[config.mk]
export PLATFORM = sky130hd
export DESIGN_NAME = quad_pwm_dimmer
export DESIGN_NICKNAME = d
export VERILOG_FILES = /design/src/rtl/dim_pkg.sv /design/src/rtl/dim_sync.sv /design/src/rtl/dim_frame_rx.sv /design/src/rtl/dim_pwm.sv /design/src/rtl/quad_pwm_dimmer.sv
export SDC_FILE = /design/constraint.sdc
export NUM_CORES = 1
export LEC_CHECK = 0
export ABC_AREA = 1
export BUFFER_PORTS_ARGS = -buffer_cell sky130_fd_sc_hd__buf_2
export CAP_MARGIN = 25
export CORE_ASPECT_RATIO = 0.5
export CORE_UTILIZATION = 30
export DETAILED_ROUTE_END_ITERATION = 10
export SLEW_MARGIN = 20
export SYNTH_ARGS = -nofsm -noshare
export SYNTH_HDL_FRONTEND = slang
export SYNTH_SLANG_ARGS = --single-unit
[constraint.sdc]
create_clock -name clk -period 1.8 [get_ports clk]
set_clock_uncertainty 0.2 [all_clocks]
set_input_delay 0.27 -clock clk [delete_from_list [all_inputs] [get_ports clk]]
set_output_delay 0.27 -clock clk [all_outputs]
set_load 0.02 [all_outputs]
[src/rtl/dim_pkg.sv]
package dim_pkg;

  // Smallest on-count that any non-zero code produces
  localparam int unsigned MIN_ON_COUNT = 2;

  // Raise a non-zero code below the floor up to the floor
  function automatic logic [15:0] floor_code(input logic [15:0] code,
                                             input int unsigned floor_v);
    if (code != 16'd0 && code < floor_v[15:0])
      return floor_v[15:0];
    return code;
  endfunction

endpackage

[src/rtl/dim_sync.sv]
module dim_sync #(
  parameter int unsigned STAGES  = 2,
  parameter logic        RST_VAL = 1'b0
) (
  input  logic clk,
  input  logic rst,
  input  logic async_i,
  output logic level_o,
  output logic rise_o,
  output logic fall_o
);

  logic [STAGES-1:0] chain_q;
  logic              prev_q;

  always_ff @(posedge clk) begin
    if (rst) begin
      chain_q <= {STAGES{RST_VAL}};
      prev_q  <= RST_VAL;
    end else begin
      chain_q <= {chain_q[STAGES-2:0], async_i};
      prev_q  <= chain_q[STAGES-1];
    end
  end

  assign level_o = chain_q[STAGES-1];
  assign rise_o  = level_o & ~prev_q;
  assign fall_o  = ~level_o & prev_q;


  single_rise_chk: assert property (@(posedge clk) disable iff (rst)
    rise_o |=> !rise_o);

endmodule

[src/rtl/dim_frame_rx.sv]
module dim_frame_rx #(
  parameter int unsigned CODE_W = 8,
  parameter int unsigned GROUPS = 4
) (
  input  logic                     clk,
  input  logic                     rst,
  input  logic                     bit_stb_i,
  input  logic                     bit_val_i,
  input  logic                     eof_stb_i,
  output logic                     commit_o,
  output logic [GROUPS*CODE_W-1:0] codes_o
);

  localparam int unsigned FRAME_BITS = CODE_W * GROUPS;
  localparam int unsigned CNT_W      = $clog2(FRAME_BITS + 2);
  localparam logic [CNT_W-1:0] FULL  = CNT_W'(FRAME_BITS);
  localparam logic [CNT_W-1:0] OVER  = CNT_W'(FRAME_BITS + 1);

  logic [FRAME_BITS-1:0] shift_q;
  logic [CNT_W-1:0]      cnt_q;
  logic [FRAME_BITS-1:0] frame_q;
  logic                  commit_q;

  // Bits enter at the top and move down, so the first bit ends at bit 0.
  // The first byte received lands in the lowest slice (highest group index).
  always_ff @(posedge clk) begin
    if (rst) begin
      shift_q  <= '0;
      cnt_q    <= '0;
      frame_q  <= '0;
      commit_q <= 1'b0;
    end else begin
      commit_q <= 1'b0;
      if (eof_stb_i) begin
        cnt_q <= '0;
        if (cnt_q == FULL) begin
          frame_q  <= shift_q;
          commit_q <= 1'b1;
        end
      end else if (bit_stb_i) begin
        shift_q <= {bit_val_i, shift_q[FRAME_BITS-1:1]};
        if (cnt_q != OVER)
          cnt_q <= cnt_q + 1'b1;
      end
    end
  end

  // Group g takes the slice counted from the top: last byte -> group 0
  for (genvar g = 0; g < GROUPS; g++) begin : g_map
    assign codes_o[g*CODE_W +: CODE_W] = frame_q[(GROUPS-1-g)*CODE_W +: CODE_W];
  end

  assign commit_o = commit_q;


  cnt_clear_chk: assert property (@(posedge clk) disable iff (rst)
    eof_stb_i |=> cnt_q == '0);


  cnt_range_chk: assert property (@(posedge clk) disable iff (rst)
    cnt_q <= OVER);


  commit_src_chk: assert property (@(posedge clk) disable iff (rst)
    commit_q |-> $past(eof_stb_i));

endmodule

[src/rtl/dim_pwm.sv]
module dim_pwm
  import dim_pkg::*;
#(
  parameter int unsigned CODE_W = 8,
  parameter int unsigned GROUPS = 4
) (
  input  logic                     clk,
  input  logic                     rst,
  input  logic                     load_i,
  input  logic [GROUPS*CODE_W-1:0] codes_i,
  output logic [GROUPS-1:0]        pwm_o
);

  localparam logic [CODE_W-1:0] LAST = '1;

  logic [CODE_W-1:0]        ctr_q;
  logic [GROUPS*CODE_W-1:0] pend_q;
  logic                     pend_v_q;
  logic [GROUPS*CODE_W-1:0] act_q;
  logic [GROUPS-1:0]        out_q;
  logic [GROUPS*CODE_W-1:0] eff;
  logic                     wrap;

  assign wrap = (ctr_q == LAST);

  for (genvar g = 0; g < GROUPS; g++) begin : g_eff
    logic [15:0] fl;
    assign fl = floor_code(16'(act_q[g*CODE_W +: CODE_W]), MIN_ON_COUNT);
    assign eff[g*CODE_W +: CODE_W] = fl[CODE_W-1:0];
  end

  always_ff @(posedge clk) begin
    if (rst) begin
      ctr_q    <= '0;
      pend_q   <= '0;
      pend_v_q <= 1'b0;
      act_q    <= '0;
    end else begin
      ctr_q <= ctr_q + 1'b1;
      if (load_i)
        pend_q <= codes_i;
      if (wrap && pend_v_q) begin
        act_q    <= pend_q;
        pend_v_q <= load_i;
      end else if (load_i) begin
        pend_v_q <= 1'b1;
      end
    end
  end

  for (genvar g = 0; g < GROUPS; g++) begin : g_out
    always_ff @(posedge clk) begin
      if (rst) out_q[g] <= 1'b0;
      else     out_q[g] <= (ctr_q < eff[g*CODE_W +: CODE_W]);
    end


    zero_low_chk: assert property (@(posedge clk) disable iff (rst)
      $past(act_q[g*CODE_W +: CODE_W]) == '0 |-> !out_q[g]);


    floor_high_chk: assert property (@(posedge clk) disable iff (rst)
      ($past(act_q[g*CODE_W +: CODE_W]) != '0 && $past(ctr_q) < CODE_W'(MIN_ON_COUNT))
        |-> out_q[g]);
  end

  assign pwm_o = out_q;


  ctr_step_chk: assert property (@(posedge clk) disable iff (rst)
    1'b1 |=> ctr_q == $past(ctr_q) + 1'b1);


  act_on_wrap_chk: assert property (@(posedge clk) disable iff (rst)
    !$stable(act_q) |-> ctr_q == '0);

endmodule

[src/rtl/quad_pwm_dimmer.sv]
module quad_pwm_dimmer #(
  parameter int unsigned CODE_W      = 8,
  parameter int unsigned GROUPS      = 4,
  parameter int unsigned SYNC_STAGES = 2
) (
  input  logic              clk,
  input  logic              rst,
  input  logic              ser_data_i,
  input  logic              ser_clk_i,
  input  logic              ser_eof_i,
  output logic [GROUPS-1:0] dim_o
);

  logic data_lvl, data_rise, data_fall;
  logic sclk_lvl, sclk_rise, sclk_fall;
  logic eof_lvl,  eof_rise,  eof_fall;
  logic                     commit;
  logic [GROUPS*CODE_W-1:0] codes;

  dim_sync #(.STAGES(SYNC_STAGES), .RST_VAL(1'b0)) u_sync_data (
    .clk(clk), .rst(rst), .async_i(ser_data_i),
    .level_o(data_lvl), .rise_o(data_rise), .fall_o(data_fall));

  dim_sync #(.STAGES(SYNC_STAGES), .RST_VAL(1'b0)) u_sync_clk (
    .clk(clk), .rst(rst), .async_i(ser_clk_i),
    .level_o(sclk_lvl), .rise_o(sclk_rise), .fall_o(sclk_fall));

  dim_sync #(.STAGES(SYNC_STAGES), .RST_VAL(1'b1)) u_sync_eof (
    .clk(clk), .rst(rst), .async_i(ser_eof_i),
    .level_o(eof_lvl), .rise_o(eof_rise), .fall_o(eof_fall));

  dim_frame_rx #(.CODE_W(CODE_W), .GROUPS(GROUPS)) u_rx (
    .clk(clk), .rst(rst),
    .bit_stb_i(sclk_rise), .bit_val_i(data_lvl), .eof_stb_i(eof_fall),
    .commit_o(commit), .codes_o(codes));

  dim_pwm #(.CODE_W(CODE_W), .GROUPS(GROUPS)) u_pwm (
    .clk(clk), .rst(rst), .load_i(commit), .codes_i(codes), .pwm_o(dim_o));


  rst_low_chk: assert property (@(posedge clk)
    $past(rst) |-> dim_o == '0);

endmodule

==> results_dict.tcl <==
set metrics [dict create \
    status "finished, violations left" \
    violations "DRC" \
    drc 4 \
    synth_area_leaders "dfxtp_1 50%, nor2_1 14%, o21ai_0 8.3%, ha_1 6.4%, a21oi_1 4.7%" \
    synth_top_cell_area_share_pct 49.9 \
    path_max_fanout 16 \
    first_pass_iters 7 \
    synth_nets 844 \
    cts-root-buf "clkbuf_16" \
    crit_type "reg2reg" \
    clk_pin_slew_ps 60 \
    maxSlewHeadroom_pct 35.2 \
    multi_input_area_um2 2680 \
    crit_path_end_kind "register" \
    cts.sinks 156 \
    synth_edf_count 0 \
    grt-ovfl-total 0 \
    cellLeakagePower_nw 3.11 \
    swShare_pct 21.4 \
    htree_levels 4 \
    pwr-share-comb_pct 4.5 \
    cts_buffers 17 \
    setup-violations-final 0 \
    synth_warnings 0 \
    power_mw 7.15 \
    antenna_found_initial 0 \
    power_switching_mw 1.53 \
    wl_mm 12.3 \
    avgSynthCellArea_um2 7.76 \
    finalMaxSlewViolations 0 \
    hp-class "in2reg" \
    first_iter_violations 344 \
    drive_above_1_share_pct 9.01 \
    port_buffers 8 \
    placed_cell_area_um2 6610 \
    start_util_pct 31.4 \
    place.gp.congestion 0.787 \
    vdd_ir_drop_max_uv 686 \
    grtUsageTotal_pct 11.7 \
    worst-slew-pin-transition_ps 972 \
    syn_to_final_growth_pct 15.9 \
    grt_pass1_wl_mm 20.3 \
    dieHeight_um 104 \
    p_int_mw 5.62 \
    diodes 0 \
    die_w_um 206 \
    cts_buffer_depth 2 \
    yosys.area.top_type "dfxtp_1" \
    clkLatencyLatePin_ps 410 \
    whs_path_depth 3 \
    ys_seq_area_share_pct 49.9 \
    cp.arrival_ps 1790 \
    startpoint_type "register" \
    syn_area_um2 6260 \
    timing.fmax_ghz 0.591 \
    grt_max_degree 65 \
    regArea_um2 3120 \
    pin_count 9 \
    fillers 2055 \
    drv_cap 0 \
    synth.distinct_cells 29 \
    tritoncts "yes" \
    place_hpwl_mm 8.15 \
    ys_ff_latch 156 \
    synth.most_common_cell "nor2_1" \
    hold_viol 0 \
    num_rows 36 \
    layout.nets 858 \
    synth_async_sr_flop_share_pct 0 \
    core-area_um2 20000 \
    vias_per_cell 4.41 \
    post-route-util_pct 36.4 \
    wl_per_cell_um 11.2 \
    hold_slack_ps 102 \
    synth_commonest_cells "226 x nor2_1, 156 x dfxtp_1, 104 x o21ai_0" \
    synth_cells 807 \
    fin_crit_sh_pct 94.0 \
    ant_nets 0 \
    seqPwrFrac_pct 49.6 \
    via_count 4838 \
    cp.required_ps 1900 \
    die_area_um2 21500 \
    fin_area_um2 7260 \
    min_period_ps 1690 \
    reg2reg_depth 7 \
    powerDensity_nw_per_um2 985 \
    clockPowerShare_pct 46.0 \
    grt_pass1_vias 4224 \
    synth-main-ff-cell "dfxtp_1" \
]
flip-flops by register name (all words and copies together) (netlist names):
register and cells:
u_rx.cnt_q 6, u_pwm.ctr_q 8, u_pwm.act_q 32, u_sync_data.chain_q 2, u_sync_eof.chain_q 2, u_rx.commit_o 1
u_rx.shift_q 32, u_pwm.pend_v_q 1, u_pwm.pend_q 32, u_rx.frame_q 32, u_sync_eof.prev_q 1, u_sync_clk.chain_q 2
u_sync_clk.prev_q 1, u_pwm.pwm_o 4
power by group through the flow:
stage	Combinational (mW)	Sequential, mW	Clock, mW
2_1_floorplan	0.210	3.63	0
3_3_place_gp	0.306	3.62	0
3_5_place_dp	0.316	3.62	0
4_1_cts	0.323	3.54	3.37
5_1_grt	0.372	3.55	3.54
6_report	0.321	3.54	3.29
cell families after synthesis:
kind of cell | count (synthesis) | synth area share, %
AND/OR/NAND/NOR | 317 | 20.0
AO/OA/AOI/OAI | 198 | 16.2
flip-flops | 156 | 49.9
buffers and inverters | 104 | 7.53
adder cells (fa/ha/maj) | 32 | 6.39
timing repair:
action                                  in CTS  in global routing
resized for setup                            0                  8
endpoints found under the setup margin       0                 32
buffers inserted                             0                  1
hold buffers                                 3                  0
hold endpoints to repair                     3                  0
critical path, cell delays in order, from the launching register on:
cell,delay [ps]
dfxtp_1,340
ha_1,180
nand2_2,90
nor3_4,180
nand3_4,170
clkbuf_16,220
o21ai_1,130
a21oi_1,50
through the flow:
stage / std cells / TNS, ps / setup slack, ps
3_3_place_gp: 1062 / 0 / 97.5
4_1_cts: 1095 / 0 / 13.3
6_report: 1098 / 0 / 109
3_5_place_dp: 1062 / 0 / 28.9
5_1_grt: 1098 / -7.49 / -7.49
2_1_floorplan: 807 / 0 / 84.9
final timing paths:
path,start,end,slack [ps]
max,u_pwm.ctr_q[1]$_SDFF_PP0_,u_pwm.act_q[20]$_SDFFE_PP0P_,110
min reg2reg,u_sync_data.chain_q[0]$_SDFF_PP0_,u_sync_data.chain_q[1]$_SDFF_PP0_,210
max reg2reg,u_pwm.ctr_q[1]$_SDFF_PP0_,u_pwm.act_q[20]$_SDFFE_PP0P_,110
min,rst,u_sync_eof.prev_q$_SDFF_PP1_,100
cell usage in the layout (no fill, tap or decap), types with 2 or more instances in the layout:
cell / count
a21oi_1: 59
buf_12: 3
buf_2: 8
buf_4: 18
clkbuf_1: 3
clkbuf_16: 19
clkbuf_8: 3
clkinv_2: 4
dfxtp_1: 156
dlygate4sd3_1: 3
ha_1: 32
inv_1: 61
inv_2: 3
nand2_1: 74
nand2_2: 3
nand3_1: 2
nor2_1: 226
nor3_1: 3
o211ai_1: 4
o21ai_0: 100
o21ai_1: 28
o21ai_2: 4
or2_2: 2
cell type report:
class / count / share of cell area (%)
clock inverters: 7 / 0.913
repair buffers: 35 / 4.72
flip-flops and latches: 156 / 43.0
inverters: 64 / 3.31
well taps: 266 / 4.58
multi-input cells: 547 / 36.9
clock buffers: 23 / 6.58
routing by layer:
| layer | track usage, % | vias to the layer above | share of wire [%] |
|---|---|---|---|
| li1 | - | 2638 | - |
| met1 | 16.9 | 2129 | 54 |
| met2 | 16.1 | 59 | 41 |
| met3 | 3.29 | 12 | 3.1 |
| met4 | 4.83 | 0 | 1.3 |
| met5 | 0 | - | 0 |
No activity file was read; power rests on OpenSTA's default activity.
